### src/rtl/vtg_pkg.sv
package vtg_pkg;

    localparam int NUM_SETS = 4;

    localparam int POL_HS = 0;
    localparam int POL_VS = 1;
    localparam int POL_DE = 2;
    localparam int POL_CK = 3;

    typedef enum logic [1:0] {
        SET_LO = 2'd0,
        SET_LE = 2'd1,
        SET_RO = 2'd2,
        SET_RE = 2'd3
    } vset_e;

    // Successor of a parameter set in the field sequence of the selected mode.
    function automatic vset_e next_set(vset_e cur, logic il, logic st);
        logic [1:0] inc;
        inc = 2'(cur) + 2'd1;
        case ({il, st})
            2'b11:   next_set = vset_e'(inc);
            2'b10:   next_set = (cur == SET_LO) ? SET_LE : SET_LO;
            2'b01:   next_set = (cur == SET_LO) ? SET_RO : SET_LO;
            default: next_set = SET_LO;
        endcase
    endfunction

endpackage

### src/rtl/vtg_cfg_latch.sv
module vtg_cfg_latch
    import vtg_pkg::*;
#(
    parameter int HW = 12,
    parameter int VW = 11
) (
    input  logic                          clk,
    input  logic                          rst_n,
    input  logic                          soft_rst,
    input  logic                          il_i,
    input  logic                          st_i,
    input  logic [HW-1:0]                 h_sync_i,
    input  logic [HW-1:0]                 h_back_i,
    input  logic [HW-1:0]                 h_act_i,
    input  logic [HW-1:0]                 h_front_i,
    input  logic [VW-1:0]                 v_act_i,
    input  logic [NUM_SETS-1:0][VW-1:0]   v_sync_i,
    input  logic [NUM_SETS-1:0][VW-1:0]   v_back_i,
    input  logic [NUM_SETS-1:0][VW-1:0]   v_front_i,
    input  logic [NUM_SETS-1:0]           v_half_i,
    input  logic [3:0]                    pol_i,
    output logic                          il_q,
    output logic                          st_q,
    output logic [HW-1:0]                 h_sync_q,
    output logic [HW-1:0]                 h_back_q,
    output logic [HW-1:0]                 h_act_q,
    output logic [HW-1:0]                 h_front_q,
    output logic [VW-1:0]                 v_act_q,
    output logic [NUM_SETS-1:0][VW-1:0]   v_sync_q,
    output logic [NUM_SETS-1:0][VW-1:0]   v_back_q,
    output logic [NUM_SETS-1:0][VW-1:0]   v_front_q,
    output logic [NUM_SETS-1:0]           v_half_q,
    output logic [3:0]                    pol_q
);

    typedef struct packed {
        logic                        il;
        logic                        st;
        logic [HW-1:0]               h_sync;
        logic [HW-1:0]               h_back;
        logic [HW-1:0]               h_act;
        logic [HW-1:0]               h_front;
        logic [VW-1:0]               v_act;
        logic [NUM_SETS-1:0][VW-1:0] v_sync;
        logic [NUM_SETS-1:0][VW-1:0] v_back;
        logic [NUM_SETS-1:0][VW-1:0] v_front;
        logic [NUM_SETS-1:0]         v_half;
        logic [3:0]                  pol;
    } cfg_t;

    cfg_t cfg_d, cfg_q;

    always_comb begin
        cfg_d = cfg_q;
        if (soft_rst) begin
            cfg_d.il      = il_i;
            cfg_d.st      = st_i;
            cfg_d.h_sync  = h_sync_i;
            cfg_d.h_back  = h_back_i;
            cfg_d.h_act   = h_act_i;
            cfg_d.h_front = h_front_i;
            cfg_d.v_act   = v_act_i;
            cfg_d.v_sync  = v_sync_i;
            cfg_d.v_back  = v_back_i;
            cfg_d.v_front = v_front_i;
            cfg_d.v_half  = v_half_i;
            cfg_d.pol     = pol_i;
        end
    end

    always_ff @(posedge clk or negedge rst_n) begin
        if (!rst_n) cfg_q <= '0;
        else        cfg_q <= cfg_d;
    end

    assign il_q      = cfg_q.il;
    assign st_q      = cfg_q.st;
    assign h_sync_q  = cfg_q.h_sync;
    assign h_back_q  = cfg_q.h_back;
    assign h_act_q   = cfg_q.h_act;
    assign h_front_q = cfg_q.h_front;
    assign v_act_q   = cfg_q.v_act;
    assign v_sync_q  = cfg_q.v_sync;
    assign v_back_q  = cfg_q.v_back;
    assign v_front_q = cfg_q.v_front;
    assign v_half_q  = cfg_q.v_half;
    assign pol_q     = cfg_q.pol;

    // the captured pattern holds whenever soft reset is low
    a_r7_cfg_frozen: assert property (@(posedge clk) disable iff (!rst_n)
        !soft_rst |=> $stable(cfg_q));

endmodule

### src/rtl/vtg_hcount.sv
module vtg_hcount #(
    parameter int HW = 12
) (
    input  logic          clk,
    input  logic          rst_n,
    input  logic          soft_rst,
    input  logic [HW-1:0] h_sync,
    input  logic [HW-1:0] h_back,
    input  logic [HW-1:0] h_act,
    input  logic [HW-1:0] h_front,
    output logic [HW+1:0] hcnt,
    output logic [HW+1:0] half,
    output logic          line_end,
    output logic          hs_act,
    output logic          h_win,
    output logic [HW-1:0] x
);

    localparam int TW = HW + 2;
    localparam logic [TW-1:0] ONE = TW'(1);

    typedef struct packed {
        logic [TW-1:0] cnt;
    } hst_t;

    hst_t hst_d, hst_q;
    logic [TW-1:0] htot, a_start, a_end;

    always_comb begin
        htot     = {2'b00, h_sync} + {2'b00, h_back} + {2'b00, h_act} + {2'b00, h_front};
        a_start  = {2'b00, h_sync} + {2'b00, h_back};
        a_end    = a_start + {2'b00, h_act};
        line_end = (hst_q.cnt == htot - ONE);
        hst_d    = hst_q;
        if (soft_rst || line_end) hst_d.cnt = '0;
        else                      hst_d.cnt = hst_q.cnt + ONE;
    end

    always_ff @(posedge clk or negedge rst_n) begin
        if (!rst_n) hst_q <= '0;
        else        hst_q <= hst_d;
    end

    always_comb begin
        hcnt   = hst_q.cnt;
        half   = htot >> 1;
        hs_act = (hst_q.cnt < {2'b00, h_sync});
        h_win  = (hst_q.cnt >= a_start) && (hst_q.cnt < a_end);
        x      = h_win ? HW'(hst_q.cnt - a_start) : '0;
    end

    // the counter returns to column 0 right after the last column
    a_r1_line_wrap: assert property (@(posedge clk) disable iff (!rst_n)
        (!soft_rst && line_end) |=> (hst_q.cnt == '0));

    // soft reset parks the counter at column 0
    a_r8_h_park: assert property (@(posedge clk) disable iff (!rst_n)
        soft_rst |=> (hst_q.cnt == '0));

endmodule

### src/rtl/vtg_vseq.sv
module vtg_vseq
    import vtg_pkg::*;
#(
    parameter int HW = 12,
    parameter int VW = 11
) (
    input  logic                        clk,
    input  logic                        rst_n,
    input  logic                        soft_rst,
    input  logic                        il,
    input  logic                        st,
    input  logic [HW+1:0]               hcnt,
    input  logic [HW+1:0]               half,
    input  logic                        line_end,
    input  logic [VW-1:0]               v_act,
    input  logic [NUM_SETS-1:0][VW-1:0] v_sync,
    input  logic [NUM_SETS-1:0][VW-1:0] v_back,
    input  logic [NUM_SETS-1:0][VW-1:0] v_front,
    input  logic [NUM_SETS-1:0]         v_half,
    output logic [1:0]                  set_idx,
    output logic                        vs_act,
    output logic                        v_win,
    output logic [VW-1:0]               y
);

    localparam int LW = VW + 2;
    localparam logic [LW-1:0] ONE = LW'(1);

    typedef struct packed {
        logic [LW-1:0] vcnt;
        vset_e         set;
    } vst_t;

    vst_t vst_d, vst_q;
    logic [LW-1:0] s_ext, b_ext, f_ext, vtot, v_start, v_end;
    logic          shift_on, field_end;

    always_comb begin
        s_ext     = {2'b00, v_sync[vst_q.set]};
        b_ext     = {2'b00, v_back[vst_q.set]};
        f_ext     = {2'b00, v_front[vst_q.set]};
        shift_on  = v_half[vst_q.set];
        vtot      = s_ext + b_ext + {2'b00, v_act} + f_ext;
        v_start   = s_ext + b_ext;
        v_end     = v_start + {2'b00, v_act};
        field_end = line_end && (vst_q.vcnt == vtot - ONE);

        vst_d = vst_q;
        if (soft_rst) begin
            vst_d.vcnt = '0;
            vst_d.set  = SET_LO;
        end else if (field_end) begin
            vst_d.vcnt = '0;
            vst_d.set  = next_set(vst_q.set, il, st);
        end else if (line_end) begin
            vst_d.vcnt = vst_q.vcnt + ONE;
        end
    end

    always_ff @(posedge clk or negedge rst_n) begin
        if (!rst_n) vst_q <= '{vcnt: '0, set: SET_LO};
        else        vst_q <= vst_d;
    end

    always_comb begin
        set_idx = 2'(vst_q.set);
        v_win   = (vst_q.vcnt >= v_start) && (vst_q.vcnt < v_end);
        y       = v_win ? VW'(vst_q.vcnt - v_start) : '0;
        if (shift_on) begin
            vs_act = (s_ext != '0) &&
                     (((vst_q.vcnt == '0) && (hcnt >= half)) ||
                      ((vst_q.vcnt != '0) && (vst_q.vcnt < s_ext)) ||
                      ((vst_q.vcnt == s_ext) && (hcnt < half)));
        end else begin
            vs_act = (vst_q.vcnt < s_ext);
        end
    end

    // the set changes only at the end of a field
    a_r5_set_hold: assert property (@(posedge clk) disable iff (!rst_n)
        (!soft_rst && !field_end) |=> $stable(vst_q.set));

    // progressive mono never leaves the left-odd set
    a_r5_mono_single: assert property (@(posedge clk) disable iff (!rst_n)
        (!il && !st) |-> (vst_q.set == SET_LO));

    // mono modes never select a right-eye set
    a_r5_mono_left: assert property (@(posedge clk) disable iff (!rst_n)
        !st |-> !vst_q.set[1]);

endmodule

### src/rtl/stereo_vtg.sv
module stereo_vtg
    import vtg_pkg::*;
#(
    parameter int HW = 12,
    parameter int VW = 11
) (
    input  logic                        clk,
    input  logic                        rst_n,
    input  logic                        soft_rst,
    input  logic                        enable,
    input  logic                        cfg_interlace,
    input  logic                        cfg_stereo,
    input  logic [HW-1:0]               cfg_h_sync,
    input  logic [HW-1:0]               cfg_h_back,
    input  logic [HW-1:0]               cfg_h_active,
    input  logic [HW-1:0]               cfg_h_front,
    input  logic [VW-1:0]               cfg_v_active,
    input  logic [NUM_SETS-1:0][VW-1:0] cfg_v_sync,
    input  logic [NUM_SETS-1:0][VW-1:0] cfg_v_back,
    input  logic [NUM_SETS-1:0][VW-1:0] cfg_v_front,
    input  logic [NUM_SETS-1:0]         cfg_v_half,
    input  logic [3:0]                  cfg_pol,
    output logic                        hsync,
    output logic                        vsync,
    output logic                        de,
    output logic [HW-1:0]               pix_x,
    output logic [VW-1:0]               pix_y,
    output logic                        eye_right,
    output logic                        field_even,
    output logic                        out_clk_inv
);

    logic                        il_q, st_q;
    logic [HW-1:0]               h_sync_q, h_back_q, h_act_q, h_front_q;
    logic [VW-1:0]               v_act_q;
    logic [NUM_SETS-1:0][VW-1:0] v_sync_q, v_back_q, v_front_q;
    logic [NUM_SETS-1:0]         v_half_q;
    logic [3:0]                  pol_q;

    logic [HW+1:0] hcnt, half;
    logic          line_end, hs_act, h_win, vs_act, v_win;
    logic [HW-1:0] x_raw;
    logic [VW-1:0] y_raw;
    logic [1:0]    set_idx;

    vtg_cfg_latch #(.HW(HW), .VW(VW)) u_cfg (
        .clk       (clk),
        .rst_n     (rst_n),
        .soft_rst  (soft_rst),
        .il_i      (cfg_interlace),
        .st_i      (cfg_stereo),
        .h_sync_i  (cfg_h_sync),
        .h_back_i  (cfg_h_back),
        .h_act_i   (cfg_h_active),
        .h_front_i (cfg_h_front),
        .v_act_i   (cfg_v_active),
        .v_sync_i  (cfg_v_sync),
        .v_back_i  (cfg_v_back),
        .v_front_i (cfg_v_front),
        .v_half_i  (cfg_v_half),
        .pol_i     (cfg_pol),
        .il_q      (il_q),
        .st_q      (st_q),
        .h_sync_q  (h_sync_q),
        .h_back_q  (h_back_q),
        .h_act_q   (h_act_q),
        .h_front_q (h_front_q),
        .v_act_q   (v_act_q),
        .v_sync_q  (v_sync_q),
        .v_back_q  (v_back_q),
        .v_front_q (v_front_q),
        .v_half_q  (v_half_q),
        .pol_q     (pol_q)
    );

    vtg_hcount #(.HW(HW)) u_h (
        .clk      (clk),
        .rst_n    (rst_n),
        .soft_rst (soft_rst),
        .h_sync   (h_sync_q),
        .h_back   (h_back_q),
        .h_act    (h_act_q),
        .h_front  (h_front_q),
        .hcnt     (hcnt),
        .half     (half),
        .line_end (line_end),
        .hs_act   (hs_act),
        .h_win    (h_win),
        .x        (x_raw)
    );

    vtg_vseq #(.HW(HW), .VW(VW)) u_v (
        .clk      (clk),
        .rst_n    (rst_n),
        .soft_rst (soft_rst),
        .il       (il_q),
        .st       (st_q),
        .hcnt     (hcnt),
        .half     (half),
        .line_end (line_end),
        .v_act    (v_act_q),
        .v_sync   (v_sync_q),
        .v_back   (v_back_q),
        .v_front  (v_front_q),
        .v_half   (v_half_q),
        .set_idx  (set_idx),
        .vs_act   (vs_act),
        .v_win    (v_win),
        .y        (y_raw)
    );

    typedef struct packed {
        logic          hs;
        logic          vs;
        logic          de;
        logic [HW-1:0] x;
        logic [VW-1:0] y;
        logic          eye;
        logic          fld;
    } out_t;

    out_t out_d, out_q;
    logic de_raw;

    always_comb begin
        de_raw = h_win && v_win;
        out_d  = '0;
        out_d.hs = pol_q[POL_HS];
        out_d.vs = pol_q[POL_VS];
        out_d.de = pol_q[POL_DE];
        if (!soft_rst && enable) begin
            out_d.hs  = hs_act ^ pol_q[POL_HS];
            out_d.vs  = vs_act ^ pol_q[POL_VS];
            out_d.de  = de_raw ^ pol_q[POL_DE];
            out_d.x   = de_raw ? x_raw : '0;
            out_d.y   = de_raw ? y_raw : '0;
            out_d.eye = set_idx[1];
            out_d.fld = set_idx[0];
        end
    end

    always_ff @(posedge clk or negedge rst_n) begin
        if (!rst_n) out_q <= '0;
        else        out_q <= out_d;
    end

    assign hsync       = out_q.hs;
    assign vsync       = out_q.vs;
    assign de          = out_q.de;
    assign pix_x       = out_q.x;
    assign pix_y       = out_q.y;
    assign eye_right   = out_q.eye;
    assign field_even  = out_q.fld;
    assign out_clk_inv = pol_q[POL_CK];

    // soft reset clears coordinates, eye and parity
    a_r8_srst_quiet: assert property (@(posedge clk) disable iff (!rst_n)
        soft_rst |=> (pix_x == '0 && pix_y == '0 && !eye_right && !field_even));

    // disable parks the strobes at their idle levels
    a_r9_gate_idle: assert property (@(posedge clk) disable iff (!rst_n)
        (!enable && !soft_rst) |=> (de == pol_q[POL_DE] && hsync == pol_q[POL_HS]
                                    && vsync == pol_q[POL_VS]));

    // data enable never overlaps the horizontal sync pulse
    a_r2_de_hs_apart: assert property (@(posedge clk) disable iff (!rst_n)
        (!soft_rst && !$past(soft_rst)) |-> !((de != pol_q[POL_DE]) && (hsync != pol_q[POL_HS])));

endmodule

### config.mk
export PLATFORM = sky130hd
export DESIGN_NAME = stereo_vtg
export DESIGN_NICKNAME = d
export VERILOG_FILES = /design/src/rtl/vtg_pkg.sv /design/src/rtl/vtg_cfg_latch.sv /design/src/rtl/vtg_hcount.sv /design/src/rtl/vtg_vseq.sv /design/src/rtl/stereo_vtg.sv
export SDC_FILE = /design/constraint.sdc
export NUM_CORES = 1
export LEC_CHECK = 0
export BUFFER_PORTS_ARGS = -buffer_cell sky130_fd_sc_hd__buf_2
export CAP_MARGIN = 0
export CORE_MARGIN = 2
export CORE_UTILIZATION = 50
export DETAILED_ROUTE_END_ITERATION = 8
export PLACE_DENSITY = 0.74
export SYNTH_ARGS = -nofsm -noshare
export SYNTH_HDL_FRONTEND = slang
export SYNTH_SLANG_ARGS = --single-unit
### constraint.sdc
create_clock -name clk -period 18.5 [get_ports clk]
set_input_delay 3.7 -clock clk [delete_from_list [all_inputs] [get_ports clk]]
set_output_delay 3.7 -clock clk [all_outputs]
set_load 0.03 [all_outputs]
# ---- Word-level counts from Yosys, hierarchy flattened
# Index checks and enable logic that the tools add are counted.
dict set report word_totals {
  wordCells 103
  register_bits 258
  out_inout_bits 29
  inputBits 205
}
dict set report op_classes {
  eq_ne 6
  bitwise_logic 3
  order_cmp 9
  n_reduce_logical 19
  n_addsub 13
  mux 22
}
# op n
set op_table {}
lappend op_table {{11-bit binary-select mux with 2-bit select} 3}
lappend op_table {{11-bit two-way mux} 5}
lappend op_table {{14-bit by 13-bit >= comparator with 1-bit output} 2}
lappend op_table {{28-bit two-way mux} 1}
lappend op_table {{13-bit two-way mux} 2}
lappend op_table {{13-bit nonzero test} 2}
lappend op_table {{12-bit two-way mux} 2}
lappend op_table {{15-bit two-way mux} 1}
lappend op_table {{13-bit by 12-bit adder with 14-bit output} 1}
lappend op_table {{14-bit by 1-bit adder with 14-bit output, second input constant} 1}
lappend op_table {{14-bit by 12-bit adder with 14-bit output} 1}
lappend op_table {{14-bit equality test} 1}
lappend op_table {{14-bit by 12-bit < comparator with 1-bit output} 1}
lappend op_table {{14-bit by 13-bit < comparator with 1-bit output} 1}
lappend op_table {{14-bit < comparator} 1}
lappend op_table {{14-bit two-way mux} 1}
lappend op_table {{14-bit by 1-bit subtractor with 14-bit output, second input constant} 1}
lappend op_table {{12-bit by 11-bit adder with 13-bit output} 1}
lappend op_table {{12-bit by 12-bit adder with 13-bit output} 1}
lappend op_table {{13-bit by 1-bit adder with 13-bit output, second input constant} 1}
lappend op_table {{13-bit by 11-bit adder with 13-bit output} 1}
lappend op_table {{13-bit by 11-bit equality test with 1-bit output} 1}
lappend op_table {{13-bit equality test} 1}
lappend op_table {{13-bit by 12-bit >= comparator with 1-bit output} 1}
lappend op_table {{other kinds (22)} 38}

# ---- Logic depth before layout (Yosys ltp)
dict set report depth {
  ltp_word 11
  depth_mapped 33
  depth_no_buf 32
}

# ---- Modules after synthesis
# Synthesis repeated with hierarchy kept, for this count alone.
dict set report unflattened {
  hier_cells 1651
  hier_area_um2 17867.1
}
# mod area_each_um2 n_inst seq_area_each_um2 cells_each
set modules_own_cells {}
lappend modules_own_cells {vtg_cfg_latch 7534.7 1 5029.8 424}
lappend modules_own_cells {vtg_vseq 5122.4 1 375.4 601}
lappend modules_own_cells {vtg_hcount 4246.6 1 350.3 565}
lappend modules_own_cells {stereo_vtg 963.4 1 700.7 61}

# ---- Worst setup path before layout
# OpenSTA, ideal clock, no wires.
dict set report synth_path {
  path_type {register to register}
  from {register u_v.vst_q (netlist bit u_v.set_idx[0])}
  to {register u_v.vst_q[10] in the netlist's numbering}
  setup_time_ps 139
  required_ps 18361
  path_buffers 4
  arrival_ps 7652
  path_stages_with_launch 31
  synth_period_minus_slack_ps 7791
  setup_slack_ps 10709
  path_cell_list {dfrtp_1 clkbuf_1 clkbuf_1 buf_1 mux4_2 ha_1 fa_1 a21oi_1 nor2_1 nor2_1 o21bai_1 a21oi_1 o21bai_1 a21oi_1 o21bai_1 a21oi_1 xnor2_1 ha_1 and3_1 a221o_1 ha_1 inv_1 ha_1 xor2_1 xnor2_1 or4_1 a2111oi_4 buf_2 nor2_1 o311ai_0 o31ai_1}
}
dict set report synth_via {
  elab_chain_cells 10
  word_cells_on_any_way 15
  cone_classes {add/sub (4); eq/ne (1); mux (8); reduce/logical (2)}
}
# element line
set synth_rtl {}
lappend synth_rtl {{start, declared} vtg_vseq.sv:34} ;# vst_t vst_d, vst_q;
lappend synth_rtl {{start signal, assigned} vtg_vseq.sv:61} ;# if (!rst_n) vst_q <= '{vcnt: '0, set: SET_LO};
lappend synth_rtl {{start signal, assigned} vtg_vseq.sv:62} ;# else vst_q <= vst_d;
lappend synth_rtl {{11-bit binary-select mux with 2-bit select, on equally long branches} {vtg_vseq.sv:39, vtg_vseq.sv:40}}
lappend synth_rtl {{11-bit two-way mux, on equally long branches} {vtg_vseq.sv:39, vtg_vseq.sv:40}}
lappend synth_rtl {{11-bit by 11-bit adder with 12-bit output} vtg_vseq.sv:43} ;# vtot = s_ext + b_ext + {2'b00, v_act} + f_ext;
lappend synth_rtl {{12-bit by 11-bit adder with 13-bit output} vtg_vseq.sv:43}
lappend synth_rtl {{13-bit by 11-bit adder with 13-bit output (*)} vtg_vseq.sv:43}
lappend synth_rtl {{13-bit by 1-bit subtractor with 13-bit output (*)} vtg_vseq.sv:46} ;# field_end = line_end && (vst_q.vcnt == vtot - ONE);
lappend synth_rtl {{13-bit equality test (*)} vtg_vseq.sv:46}
lappend synth_rtl {{1-bit logical AND (*)} vtg_vseq.sv:46}
lappend synth_rtl {{13-bit two-way mux} vtg_vseq.sv:52} ;# end else if (field_end) begin
lappend synth_rtl {{15-bit two-way mux} vtg_vseq.sv:49} ;# if (soft_rst) begin
# Every way passes the cells marked *; elsewhere a longest branch is shown, timed or not. The select of a mux whose other input is x is not followed.
# A chain may end at the register's enable or synchronous reset.

# ---- Worst setup path after layout
dict set report layout_path {
  from {register u_v.vst_q (netlist bit u_v.set_idx[0])}
  to {register u_v.vst_q[12] in the netlist's numbering}
}
# The elaborated chain is that of the path after synthesis.

==> impl_results.md <==
* Drt first pass iters at 5
* Worst-margin pin slew at 1.089 ns
* RD Place Congestion at 1.002
* Reg clk slew, reported paths at roughly 0.07 ns
* Post-synth EDFFs at 0
* Setup WS pre-CTS at roughly 11 ns
* Post-route setup TNS at 0 ns
* First-pass GRT wire length at 75470 um
* Worst vdd rail ir drop at between 0.0001 and 0.00015 V
* R2r worst-path depth at 28
* Hold_ws at 0.4650 ns
* Slowest-stage cell, CP: mux4_2
* Worst Hold Depth at 1
* Filler Cell Count at 2908
* CP startpoint kind: flop
* Via density at about 6
* CP max stage delay at 0.63 ns
* Area grow syn2layout at 15.60%
* Synth cell types at 85
* Hold-fix buffers at CTS at 0
* Final Power at 2.957 mW
* Period utilization at 41.34%
* CTS Sinks at 258
* CP startpoint: u_v.set_idx[0]
* Die ar. at 36470 um^2
* Commonest non-fill, non-tap cell in the layout: dfrtp_1
* Core area at around 34000 um^2
* Fin. Hold Viols at 0
* RSZ-0062 raised after global routing: no
* Die Wd at 191.0 um
* Critical path endpoint: u_v.vst_q[12]
* Main synth FF type: dfrtp_1
* Multi-input gate area at 10230 um^2
* Ys Warns at 0
* Critical Path Fanout Max at 36
* Synth Net Count at 2038
* Relative slew slack at a little over a quarter
* Hold crit path type: reg -> reg
* Reg2reg end: u_v.vst_q[12]
* Detailed-route DRC error count at 0
* Max_cap viols at 0
* Wire per inst at 20.32 um
* Largest net degree at the start of global routing at 98
* I/O pin count at 234
* FF+latch area at between 6000 and 7000 um^2
* WS Path Type: reg -> reg
* Post-CTS Setup Bufs at 0
* Post-Syn Area at 17480 um^2
* HPWL Detailed at 36120 um
* DR vias at approximately 14000
* Synth Instances at around 1700
* Clock Skew at about 0.026 ns
* Final setup vio count at 0
* Setup WS post-layout at about 11 ns
* Achievable Freq at approximately 130 MHz
* Post_cts resized at 0
* I/O Buffers at between 200 and 250
* Vias in the first global route at 14034
* Seq cells post-synth at between 200 and 300
* Share of layout cells above drive strength 1 at 28.70%
* Initial Utilization at 50.73%
* Total CTS buffers at 30
* R2R setup slack at 10.85 ns
* Drt total wl at about 48000 um
* Global route overflow at 0
* Synthesized area per cell at between 10 and 15 um^2
* Leak pwr at approximately 9.6 nW
* Final ANT Viol Nets at 0
* Max-slew violations at 0
* Row cnt at 68
* Fin crit period at 7.647 ns
* Worst Setup End Kind: flop
* Status: finished, final reports clean
* GRT Overall Usage at 26.45%
* Initial antenna violation count at 6
* Root Driver: clkbuf_16
* Ys async rst share at 100.0%
* Clock latency on the worst-skew pair at 0.59 ns
* CTS max path bufs at 3
* Htree depth at 1
* Commonest cells after routing, fill and taps aside: dfrtp_1, buf_2, mux2_2, ha_1, inv_1
* Final Net Count at between 2000 and 2500
* CTS tree: done
* Crit path DAT at ~8.1 ns
* Pwr Density at around 150 nW/um^2
* Worst path required time at 18.93 ns
* Sequential fraction of the synthesis area at between 30% and 40%
* Starting DRC count in detailed routing at 1046
* Critical R2R Launch: u_v.set_idx[0]
* Die Y-Extent at about 190 um
## worst max-delay path, delay by kind of cell (launching register included)
family	cells	cell delay, ns
AOI/OAI and AO/OA	11	2.36
adders and majority gates	5	1.59
DFF	1	0.34
xor gates and xnor gates	3	0.49
buffers and inverters	3	0.96
and+or+nand+nor	5	1.08
muxes	1	0.63
## through the flow
step | area, um^2 | std cells | utilization (%)
6_report | 20210 | 2357 | 58.65
5_1_grt | 20200 | 2355 | 58.63
4_1_cts | 20200 | 2354 | 58.62
3_5_place_dp | 19080 | 2298 | 55.37
3_3_place_gp | 19080 | 2298 | 55.37
2_1_floorplan | 17480 | 1657 | -
## how the worst min path moves through the flow
stage,start,end,slack (ns)
after global placement,u_cfg.pol_q[0],hsync,0.46
final,u_cfg.pol_q[2],de,0.46
after detailed placement,u_cfg.pol_q[0],hsync,0.46
after CTS,u_cfg.pol_q[2],de,0.48
after floorplan,u_cfg.pol_q[2],de,0.44
after global routing,u_cfg.pol_q[2],de,0.51
## kinds of logic after synthesis
group                      count (synthesis)  synth area share [%]
adders and majority gates                179                 13.11
DFF                                      258                 36.93
AOI/OAI and AO/OA                        302                 11.86
and+or+nand+nor                          385                 11.66
muxes                                    223                 16.53
buffers and inverters                    208                 4.559
xor gates and xnor gates                 102                 5.347
## flip-flops by register name, summed over array words and instances (netlist names), 13 cells and up
name and count:
u_v.vst_q 13, u_cfg.v_sync_q 44, u_cfg.v_back_q 44, u_cfg.v_front_q 44, u_h.hcnt 14
## where the power goes
| group | internal (mW) | switching [mW] |
|---|---|---|
| combinational | 0.676 | 0.983 |
| sequential | 0.610 | 0.0306 |
| clock | 0.406 | 0.251 |
## synthesized netlist by cell type (9+ instances only)
cell        n  area, um^2
mux2_2    185        2083
nor3_1     44       220.2
mux4_2     34       765.7
nor2_1     77       289.0
nand4_1    28       175.2
o31ai_1    15       112.6
or2_2      10       62.56
a211oi_1   11       82.58
a21oi_1    68       340.3
xor2_1     37       324.1
and3b_1     9       78.83
nand2_1    65       244.0
clkbuf_1   41       153.9
o311ai_0   10       87.58
nor2b_1    16       100.1
and2_1     18       112.6
o21ai_0    64       320.3
o21bai_1   12       90.09
inv_1     151       566.8
and3_1     21       131.4
a31oi_1    12       75.07
nand3_1    32       160.2
xnor2_1    62       543.0
or3_1       9       56.30
o211ai_1   11       82.58
ha_1      168        2102
a21o_1     39       292.8
nor4_1     12       75.07
nand2b_1   17       106.4
dfrtp_1   258        6456
o21a_1      9       67.56
## per-layer routing
metal	vias up	share of wire [%]	track usage (%)
li1	6457	-	-
met1	6676	42	34.32
met2	529	47	43.97
met3	116	7.4	5.544
met4	4	3.5	8.915
met5	-	0.056	0
## cell type report
type                            count  area share, %
Timing Repair Buffer              241          6.167
Tap cell                          455          2.817
Multi-Input combinational cell   1191          50.64
Antenna cell                        3        0.03715
Clock inverter                     18          1.381
Sequential cell                   258          31.95
Clock buffer                       38          4.161
Inverter                          153          2.842
Note: power is estimated with default switching activity, not from simulation.
